$ cat src/rtl/capture_loop_ctrl.sv
module capture_loop_ctrl #(
  parameter int DIM_W        = 13,
  parameter int TICKS_PER_US = 100,
  parameter int RST_US       = 10,
  parameter int SETTLE_US    = 20000
) (
  input  logic             clk,
  input  logic             rst_n,
  input  logic             cmd_init,
  input  logic             cmd_start,
  input  logic             cmd_done,
  input  logic [DIM_W-1:0] stride,
  input  logic [DIM_W-1:0] height,
  output logic [1:0]       state_o,
  output logic             busy,
  output logic             cmd_err,
  output logic             wr_pause,
  output logic             in_en,
  output logic             mif_rst,
  output logic             done_clr,
  output logic             urgent,
  output logic             wr_mem_en,
  output logic [DIM_W-1:0] h_end,
  output logic [DIM_W-1:0] v_end,
  output logic [DIM_W-1:0] width_m1
);
  localparam int RST_CYC = RST_US * TICKS_PER_US;
  localparam int SET_CYC = SETTLE_US * TICKS_PER_US;
  localparam int MAX_CYC = (SET_CYC > RST_CYC) ? SET_CYC : RST_CYC;
  localparam int CNT_W   = $clog2(MAX_CYC + 1) + 1;

  typedef enum logic [1:0] {ST_UNCFG = 2'd0, ST_IDLE = 2'd1, ST_RUN = 2'd2} cap_st_e;
  typedef enum logic [2:0] {PH_NONE, PH_S_RST, PH_SETTLE, PH_ARM, PH_D_RST} phase_e;

  cap_st_e          st;
  phase_e           ph;
  logic [CNT_W-1:0] cnt;

  wire multi    = $countones({cmd_init, cmd_start, cmd_done}) > 1;
  wire any_cmd  = cmd_init | cmd_start | cmd_done;
  wire ok_init  = cmd_init  && !multi && !busy && st != ST_RUN;
  wire ok_start = cmd_start && !multi && !busy && st == ST_IDLE;
  wire ok_done  = cmd_done  && !multi && !busy;
  wire refuse   = any_cmd && !(ok_init || ok_start || ok_done);
  wire rst_last = cnt == CNT_W'(RST_CYC - 1);
  wire set_last = cnt == CNT_W'(SET_CYC - 1);

  assign busy    = ph != PH_NONE;
  assign state_o = st;

  always_ff @(posedge clk or negedge rst_n) begin
    if (!rst_n) begin
      st <= ST_UNCFG;  ph <= PH_NONE;  cnt <= '0;
      cmd_err <= 1'b0; wr_pause <= 1'b0; in_en <= 1'b0; mif_rst <= 1'b0;
      done_clr <= 1'b0; urgent <= 1'b0; wr_mem_en <= 1'b0;
      h_end <= '0; v_end <= '0; width_m1 <= '0;
    end else begin
      cmd_err  <= refuse;
      done_clr <= 1'b0;
      case (ph)
        PH_S_RST:
          if (rst_last) begin
            ph <= PH_SETTLE; cnt <= '0; mif_rst <= 1'b0; wr_pause <= 1'b0;
          end else cnt <= cnt + 1'b1;
        PH_SETTLE:
          if (set_last) begin
            ph <= PH_ARM; done_clr <= 1'b1; urgent <= 1'b1;
          end else cnt <= cnt + 1'b1;
        PH_ARM: begin
          ph <= PH_NONE; wr_mem_en <= 1'b1; in_en <= 1'b1; st <= ST_RUN;
        end
        PH_D_RST:
          if (rst_last) begin
            ph <= PH_NONE; mif_rst <= 1'b0;
          end else cnt <= cnt + 1'b1;
        default: ;
      endcase
      if (ok_init) begin
        h_end <= stride - 1'b1; width_m1 <= stride - 1'b1;
        v_end <= height - 1'b1; st <= ST_IDLE;
      end
      if (ok_start) begin
        ph <= PH_S_RST; cnt <= '0; wr_pause <= 1'b1; in_en <= 1'b0; mif_rst <= 1'b1;
      end
      if (ok_done) begin
        ph <= PH_D_RST; cnt <= '0; st <= ST_IDLE;
        wr_pause <= 1'b1; in_en <= 1'b0; mif_rst <= 1'b1;
      end
    end
  end


  mif_pause_chk: assert property (@(posedge clk) disable iff (!rst_n)
    mif_rst |-> wr_pause && !in_en && busy);


  run_entry_chk: assert property (@(posedge clk) disable iff (!rst_n)
    (state_o == 2'd2 && $past(state_o) != 2'd2) |-> wr_mem_en && in_en && urgent && !busy);


  clr_pulse_chk: assert property (@(posedge clk) disable iff (!rst_n)
    done_clr |=> !done_clr && state_o == 2'd2);


  refuse_hold_chk: assert property (@(posedge clk) disable iff (!rst_n)
    (cmd_err && !$past(busy)) |-> state_o == $past(state_o) && h_end == $past(h_end));


  window_src_chk: assert property (@(posedge clk) disable iff (!rst_n)
    (h_end != $past(h_end) || v_end != $past(v_end)) |-> $past(cmd_init) && !cmd_err);


  busy_refuse_chk: assert property (@(posedge clk) disable iff (!rst_n)
    (busy && (cmd_init || cmd_start || cmd_done)) |=> cmd_err);
endmodule

$ cat config.mk
export PLATFORM = sky130hd
export DESIGN_NAME = capture_loop_ctrl
export DESIGN_NICKNAME = d
export VERILOG_FILES = /design/src/rtl/capture_loop_ctrl.sv
export SDC_FILE = /design/constraint.sdc
export NUM_CORES = 1
export LEC_CHECK = 0
export BUFFER_PORTS_ARGS = -buffer_cell sky130_fd_sc_hd__buf_2
export CAP_MARGIN = 20
export CORE_MARGIN = 2
export CORE_UTILIZATION = 44
export CTS_BUF_LIST = sky130_fd_sc_hd__clkbuf_4 sky130_fd_sc_hd__clkbuf_8
export CTS_CLUSTER_SIZE = 16
export DETAILED_ROUTE_END_ITERATION = 6
export GPL_TIMING_DRIVEN = 0
export HOLD_SLACK_MARGIN = 0.1
export PLACE_DENSITY = 0.68
export RECOVER_POWER = 50
export SLEW_MARGIN = 20
export SYNTH_ARGS = -nofsm -noshare
export SYNTH_HDL_FRONTEND = slang
export SYNTH_SLANG_ARGS = --single-unit
$ cat constraint.sdc
create_clock -name clk -period 2.75 [get_ports clk]
set_clock_uncertainty 0.05 [all_clocks]
set_input_delay 0.1375 -clock clk [delete_from_list [all_inputs] [get_ports clk]]
set_output_delay 0.1375 -clock clk [all_outputs]
set_load 0.02 [all_outputs]
==> out/metrics.yaml, run 1 <==
slew_violations: 0
utilization_pct: 57.86
crit_required_ns: 2.92
clock_latency_ns: 0.34
drive_gt1_share_pct: 21.34
grt_usage_pct: 20.18
antenna_found_initial: 0
dpl.hpwl_um: 5528
die_w_um: 90.84
io_buffer_count: 79
first_iter_violations: 130
worstPathArrival_ns: 2.60
pin_count: 80
fin_nets: 509
power_density_nw_per_um2: 435.3
grt_max_degree: 61
cts_buffers: 9
cts_buffer_depth: 2
end_kind: "register"
antennaDiodeCount: 0
status: "finished, final reports clean"
drc: 0
async_flop_share_pct: 100.0
synth-edff-count: 0
place_congestion: 0.8094
fmax_ghz: 0.4106
seqPwrFrac_pct: 50.6
r2r_setup_slack_ns: 0.31
tns_ns: 0
drt_pass1_iterations: 4
setup_viol_count_final: 0
clk_pin_slew_ns: 0.07
yosysSeqAreaShare_pct: 45.25
area_delta_synth_final_pct: 27.15
dieArea_um2: 8252
power_frac_clock_pct: 36.6
dieHeight_um: 90.84
crit_type: "register to register"
grt_overflow_total: 0
wirelength_um: 7934
p_leak_nw: 1.850
htree_levels: 3
cts_setup_buffers: 0
yosysWarnings: 0
swShare_pct: 27.22
hold_violations: 0
via_per_inst: 5.165
cts_resized: 0
rsz0062_at_grt: "no"
worst_slew_pin_slew_ns: 1.488
period_needed_ns: 2.435
vias: 2980
first_global_vias: 2962
wl_per_cell_um: 13.75
synth_ff_type: "dfrtp_1"
clock_sink_count: 60
critical_path.max_fanout: 10
design.core.area_um2: 7292
grt_pass1_wl_um: 13500
avgSynthCellArea_um2: 9.243
peakVddDrop_mv: 0.2213
hold_buffers: 24
power.switching_uw: 500.0
synth_fp_nets: 394
cts_tree: "built"
syn_inst: 359
hp-class: "primary input to register"
start_util_pct: 45.50
combPwrFrac_pct: 12.8
core.rowCount: 31
drt.antenna.violating_nets: 0
syn_area_um2: 3318
drv_cap: 0
internal-power_mw: 1.337
post-route-period-util_pct: 88.56
ys_ff_latch: 60
relSlewSlack_pct: 0.8276
cp-start-kind: "register"
yosysUniqueCellTypes: 48
clk_root_buffer_cell: "clkbuf_8"
-- metrics by stage --
step                std cells  worst slack [ns]  cell area (um2)  hold WS, ns  power, mW
floorplan                 359            0.6885             3318      -0.2081      1.055
global placement          537            0.3804             3837       0.3171      1.154
detailed placement        537            0.3613             3840       0.2209      1.159
CTS                       576            0.3360             4242       0.1021      1.855
global route              577            0.1647             4219       0.1187      1.931
finish                    577            0.3146             4219       0.1164      1.837
-- area by class of cell --
class	count	area [um2]
Buffer	28	175.2
Clock buffer	10	131.4
Clock inverter	5	30.03
Fill cell	691	3073
Inverter	11	41.29
Multi-Input combinational cell	260	1600
Sequential cell	60	1501
Tap cell	99	123.9
Timing Repair Buffer	104	615.6
-- power groups by stage --
stage / combinational (mW) / sequential, mW / clock, mW
after floorplan: 0.0793 / 0.976 / 0
after global placement: 0.211 / 0.943 / 0
after detailed placement: 0.216 / 0.943 / 0
after CTS: 0.241 / 0.928 / 0.687
after global routing: 0.259 / 0.932 / 0.740
final: 0.235 / 0.929 / 0.672
-- metal layers --
metal,vias to the layer above,global-route usage (%),routed length (um)
met3,6,6.427,458
li1,1472,-,-
met2,82,34.39,3847
met5,-,0,0
met4,0,4.924,74
met1,1420,24.92,3554
-- path summary, 6_finish.rpt --
kind,startpoint,end,cells after the start
max in group asynchronous,rst_n,v_end[10],2
worst max-delay path,cnt[14],cnt[4],7
min in group asynchronous,rst_n,cnt[14],2
worst min-delay path,height[4],v_end[4],3
worst min register to register,wr_mem_en,wr_mem_en,1
worst max register to register,cnt[14],cnt[4],7
-- critical path, cell delays in order (launching register included) --
cell and delay [ns]:
dfrtp_1 0.45, nor4_2 0.41, nand3_1 0.24, o41ai_4 0.57, buf_4 0.26, a21boi_0 0.12, xnor2_1 0.17, nor2_1 0.06
-- state kept, by name, indices dropped and copies added (netlist names) --
register	cells
wr_mem_en	1
done_clr	1
cmd_err	1
ph	3
mif_rst	1
v_end	13
state_o	2
width_m1	13
cnt	22
in_en	1
urgent	1
wr_pause	1
-- synthesized netlist by cell type, drive strengths merged (7+ instances only) --
library cell	n	area [um2]
xnor2	30	262.8
or3	8	50.05
dfrtp	60	1501
buf	21	148.9
nor4	8	56.30
o21ai	33	165.2
nor2	29	108.9
clkbuf	7	26.28
nor3	11	55.05
nand3	10	50.05
inv	11	41.29
nand2	47	176.4
a21oi	15	86.34
xor2	8	70.07
a211oi	7	57.55
-- cell families after synthesis --
group,synth area share [%]
compound gates,14.56
xor+xnor,10.03
fa+ha+maj,1.508
buf+inv,6.523
flops,45.25
simple gates,22.13
-- layout by cell type (no fill, tap or decap), types with 9 or more instances in the layout --
cell type      count
a21oi_1           12
nor2_1            29
buf_2             59
o21ai_0           25
clkbuf_1          31
dlygate4sd3_1     25
inv_1             11
xnor2_1           30
buf_4             15
dfrtp_1           60
nand2_1           47
nor3_1            11
clkbuf_8           9
nand3_1           10
Note: power is estimated with default switching activity, not from simulation.
==> run 2: changes to the inputs <==
--- a/config.mk
+++ b/config.mk
@@ -6,7 +6,7 @@
 export NUM_CORES = 1
 export LEC_CHECK = 0
 export BUFFER_PORTS_ARGS = -buffer_cell sky130_fd_sc_hd__buf_2
-export CAP_MARGIN = 20
+export CAP_MARGIN = 10
 export CORE_MARGIN = 2
 export CORE_UTILIZATION = 44
 export CTS_BUF_LIST = sky130_fd_sc_hd__clkbuf_4 sky130_fd_sc_hd__clkbuf_8
==> constraint.sdc (replaced) <==
create_clock -name clk -period 2.75 [get_ports clk]
set_clock_uncertainty 0.05 [all_clocks]
set_input_delay 0.4125 -clock clk [delete_from_list [all_inputs] [get_ports clk]]
set_output_delay 0.4125 -clock clk [all_outputs]
set_load 0.02 [all_outputs]
==> run 2 against run 1 <==
  * Setup slack improved by 0.030 ns
  * Die area did not move
  * Highest routed layer unchanged
  * Combinational power fell by 12%
  * Largest power group unchanged
==> out/metrics.yaml, run 2 (synthesized netlist as in run 1, its figures left out) <==
place_congestion: 0.8094
drt_pass1_iterations: 4
tns_ns: 0
end_kind: "register"
relSlewSlack_pct: 0.4328
cts_buffers: 9
hold_buffers: 0
period_needed_ns: 2.405
status: "finished, final reports clean"
drive_gt1_share_pct: 22.52
critical-path-top-delay-family: "simple AND/OR/NAND/NOR gates"
reg_top3: "cnt (22), v_end (13), width_m1 (13)"
clk_root_buffer_cell: "clkbuf_8"
crit_type: "register to register"
crit_required_ns: 2.92
worst_slew_pin_slew_ns: 1.494
die_w_um: 90.84
first_global_vias: 2794
hp-start: "stride[0]"
drc: 0
slowest_delay_ns: 0.56
io_buffer_count: 79
start_util_pct: 45.50
grt_overflow_total: 0
slew_violations: 0
hold_violations: 0
wl_per_cell_um: 13.54
design.core.area_um2: 7292
setup_viol_count_final: 0
first_iter_violations: 134
via_per_inst: 5.194
fmax_ghz: 0.4158
largest_register_ffs: 22
instances_no_fill: 552
cts_resized: 0
cp-start-kind: "register"
clock_sink_count: 60
vias: 2867
layout_common_cells: "dfrtp_1, buf_2, nand2_1"
r2r_setup_slack_ns: 0.34
htree_levels: 3
rsz0062_at_grt: "no"
cts_setup_buffers: 0
hp-class: "primary input to register"
dieArea_um2: 8252
peakVddDrop_mv: 0.2094
area_delta_synth_final_pct: 19.61
worstHoldPathCells: 2
min_to: "width_m1[0]"
dp.cells: 537
p_leak_nw: 1.747
drv_cap: 0
dieHeight_um: 90.84
mostFrequentLayoutCell: "dfrtp_1"
grt_pass1_wl_um: 12970
power_mw: 1.805
path_depth: 7
power_density_nw_per_um2: 454.7
clk_pin_slew_ns: 0.07
pin_count: 80
rr_startpoint: "cnt[14]"
cts_buffer_depth: 2
crit_chain: "nor4_2 > nand3_1 > o41ai_4 > buf_4 > a21boi_0 > xnor2_1 > nor2_1"
regMostFlops: "cnt"
wirelength_um: 7476
post-route-period-util_pct: 87.46
antennaDiodeCount: 0
drt.antenna.violating_nets: 0
grt_max_degree: 61
r2r_end: "cnt[4]"
grt_usage_pct: 19.37
r2r_cells: 7
core.rowCount: 31
critical_path.max_fanout: 10
clock_latency_ns: 0.34
slowest_stage: "o41ai_4"
antenna_found_initial: 0
cp.buffers_inverters: 1
cts_tree: "built"
fin_nets: 484
finalHoldWorstSlack_ns: 0.2541
dpl.hpwl_um: 5528
worstPathArrival_ns: 2.57
## run 2: cell count changes in the layout (fill, tap and decap cells not counted), sizes merged
| cell | before | now |
|---|---|---|
| dlygate4sd3 | 25 | 0 |
## run 2: worst max path at each step
stage                     startpoint  endpoint  slack, ns
after detailed placement      cnt[0]    cnt[4]       0.36
final                        cnt[14]    cnt[4]       0.34
after CTS                     cnt[0]    cnt[4]       0.34
after global routing          cnt[0]    cnt[4]       0.16
after global placement        cnt[0]    cnt[2]       0.38
after floorplan              cnt[19]   cnt[10]       0.69
## run 2: power by group
part | internal [mW] | switching (mW) | leakage (nW)
clock | 0.326 | 0.343 | 0.0813
combinational | 0.0779 | 0.128 | 0.881
sequential | 0.909 | 0.0192 | 0.784
total | 1.31 | 0.491 | 1.75
## run 2: area by class of cell
type,instances,area (um2)
timing repair buffer,79,365.4
tap,99,123.9
fill,722,3323
clock buffer,10,131.4
buffer,28,175.2
inverter,11,41.29
clock inverter,5,30.03
sequential,60,1501
multi-input combinational,260,1600
## run 2: through the flow
step	utilization, %	worst slack (ns)	cell area [um2]
after floorplan	-	0.6885	3318
after CTS	54.87	0.3360	4001
after global placement	52.63	0.3804	3837
after global routing	54.43	0.1633	3969
final	54.43	0.3448	3969
after detailed placement	52.66	0.3613	3840
## run 2: per-layer routing
metal  vias to the layer above  track usage, %  part of all wire [%]
met5                         -               0                     0
met4                         0           4.545                   1.1
met3                         7           6.678                   6.6
met2                        91           31.59                    47
met1                      1350           24.89                    46
li1                       1419               -                     -
## run 2: worst reg2reg max path, delay by kind of cell (launching register included)
| kind | cells | cell delay, ns |
|---|---|---|
| xor+xnor | 1 | 0.17 |
| buf+inv | 1 | 0.26 |
| compound gates | 2 | 0.68 |
| simple gates | 3 | 0.69 |
| flops | 1 | 0.44 |
==> run 3: changes to the inputs <==
--- a/config.mk
+++ b/config.mk
@@ -14,7 +14,7 @@
 export DETAILED_ROUTE_END_ITERATION = 6
 export GPL_TIMING_DRIVEN = 0
 export HOLD_SLACK_MARGIN = 0.1
-export PLACE_DENSITY = 0.68
+export PLACE_DENSITY = 0.69
 export RECOVER_POWER = 50
 export SLEW_MARGIN = 20
 export SYNTH_ARGS = -nofsm -noshare
==> run 3 against run 2 <==
  * Combinational power hardly changed
  * Final area is 0.85% higher
  * Power is 6.4% higher
  * Via count is 0.77% higher
  * Largest cell class unchanged
  * Non-clock buffer count stayed put
  * Sequential power hardly changed
  * Critical path type unchanged
  * Worst hold slack worse by 0.012 ns
  * Global-route usage is 0.71 points higher
  * Fmax is 1.7% lower
  * Register-to-register slack worse by 0.04 ns
  * Critical path depth stayed put
  * Clock power is 17% higher
==> out/metrics.yaml, run 3 (synthesized netlist as in run 1, its figures left out) <==
clock_latency_ns: 0.34
area_delta_synth_final_pct: 20.63
dpl.hpwl_um: 5596
grt_use_met1_pct: 25.37
core.rowCount: 31
antenna_found_initial: 0
clk_pin_slew_ns: 0.06
fill_cells: 717
hold_violations: 0
status: "finished, final reports clean"
start_util_pct: 45.50
fin_nets: 484
io_buffer_count: 79
cts_buffers: 9
fmax_ghz: 0.4087
grt_usage_pct: 20.08
tns_ns: 0
antennaDiodeCount: 0
via_per_inst: 5.234
post-route-period-util_pct: 88.97
reg_top3: "cnt (22), v_end (13), width_m1 (13)"
drt.antenna.violating_nets: 0
rsz0062_at_grt: "no"
mostFrequentLayoutCell: "dfrtp_1"
drv_cap: 0
hold_buffers: 0
regMostFlops: "cnt"
vias: 2889
wl_per_cell_um: 14.03
grtUsageMet3_pct: 7.012
cts_resized: 0
power_mw: 1.920
clock_sink_count: 60
hp-class: "primary input to register"
slowest_delay_ns: 0.57
slowest_stage: "o41ai_4"
first_iter_violations: 101
fin_area_um2: 4003
busiest_layer: "met2"
dieHeight_um: 90.84
worstPathArrival_ns: 2.61
critical_path.max_fanout: 10
drive_gt1_share_pct: 22.52
wirelength_um: 7745
setup_viol_count_final: 0
clk_root_buffer_cell: "clkbuf_8"
slew_violations: 0
dieArea_um2: 8252
multiInputGateArea_um2: 1600
place_congestion: 0.8022
first_global_vias: 2881
period_needed_ns: 2.447
pin_count: 80
layout_common_cells: "dfrtp_1, buf_2, nand2_1"
drt_pass1_iterations: 4
worst_slew_pin_slew_ns: 1.474
power_density_nw_per_um2: 479.8
end_kind: "register"
die_w_um: 90.84
grt_max_degree: 61
grt_use_met2_pct: 33.15
htree_levels: 3
grt_overflow_total: 0
grt_pass1_wl_um: 13390
drc: 0
worstHoldPathCells: 2
final-seq-area_um2: 1501
crit_required_ns: 2.92
cts_buffer_depth: 2
cts_tree: "built"
r2r_cells: 7
cp-start-kind: "register"
p_leak_nw: 1.763
relSlewSlack_pct: 1.737
crit_type: "register to register"
largest_register_ffs: 22
cts_setup_buffers: 0
crit_chain: "nor4_2 > nand3_1 > o41ai_4 > buf_4 > a211oi_1 > xnor2_1 > nor2_1"
peakVddDrop_mv: 0.2145
design.core.area_um2: 7292
placed_area_um2: 3840
[run 3: routing by layer]
metal / share of wire [%] / wire [um] / up-vias
li1: - / - / 1419
met1: 46 / 3548 / 1387
met2: 47 / 3651 / 77
met3: 6.1 / 475 / 6
met4: 0.90 / 70 / 0
met5: 0 / 0 / -
[run 3: final timing paths]
check | from | endpoint | slack [ns]
setup reg to reg | cnt[14] | cnt[17] | 0.30
min in group asynchronous | rst_n | v_end[2] | 0.38
hold / removal | stride[0] | width_m1[0] | 0.24
hold reg to reg | wr_mem_en | wr_mem_en | 0.43
setup / recovery | cnt[14] | cnt[17] | 0.30
max in group asynchronous | rst_n | in_en | 1.39
[run 3: layout make-up]
| type | instances | share of cell area, % |
|---|---|---|
| multi-input combinational | 260 | 39.98 |
| sequential | 60 | 37.51 |
| timing repair buffer | 79 | 9.159 |
| buffer | 28 | 4.345 |
| clock buffer | 11 | 3.626 |
| tap | 99 | 3.095 |
| clock inverter | 4 | 1.250 |
| inverter | 11 | 1.032 |
[run 3: power by group]
part	total (mW)	leakage (nW)	switching (mW)	internal [mW]
Combinational	0.206	0.884	0.128	0.0782
Clock	0.785	0.0948	0.339	0.446
Sequential	0.929	0.784	0.0192	0.910
Total	1.92	1.76	0.486	1.43
[run 3: per-stage QoR]
step / std cells / util (%) / setup WS [ns] / hold WS, ns
after floorplan: 359 / - / 0.6885 / 0.06691
after global placement: 537 / 52.63 / 0.3864 / 0.3973
after detailed placement: 537 / 52.66 / 0.3406 / 0.4026
after CTS: 552 / 55.34 / 0.3119 / 0.1283
after global routing: 552 / 54.89 / 0.1108 / 0.2423
final: 552 / 54.89 / 0.3033 / 0.2424
[run 3: worst max-delay path, delay by kind of cell (launching register included)]
family	cells	cell delay (ns)
DFF	1	0.44
AOI/OAI and AO/OA	2	0.67
xor gates and xnor gates	1	0.18
and+or+nand+nor	3	0.73
buffers and inverters	1	0.26
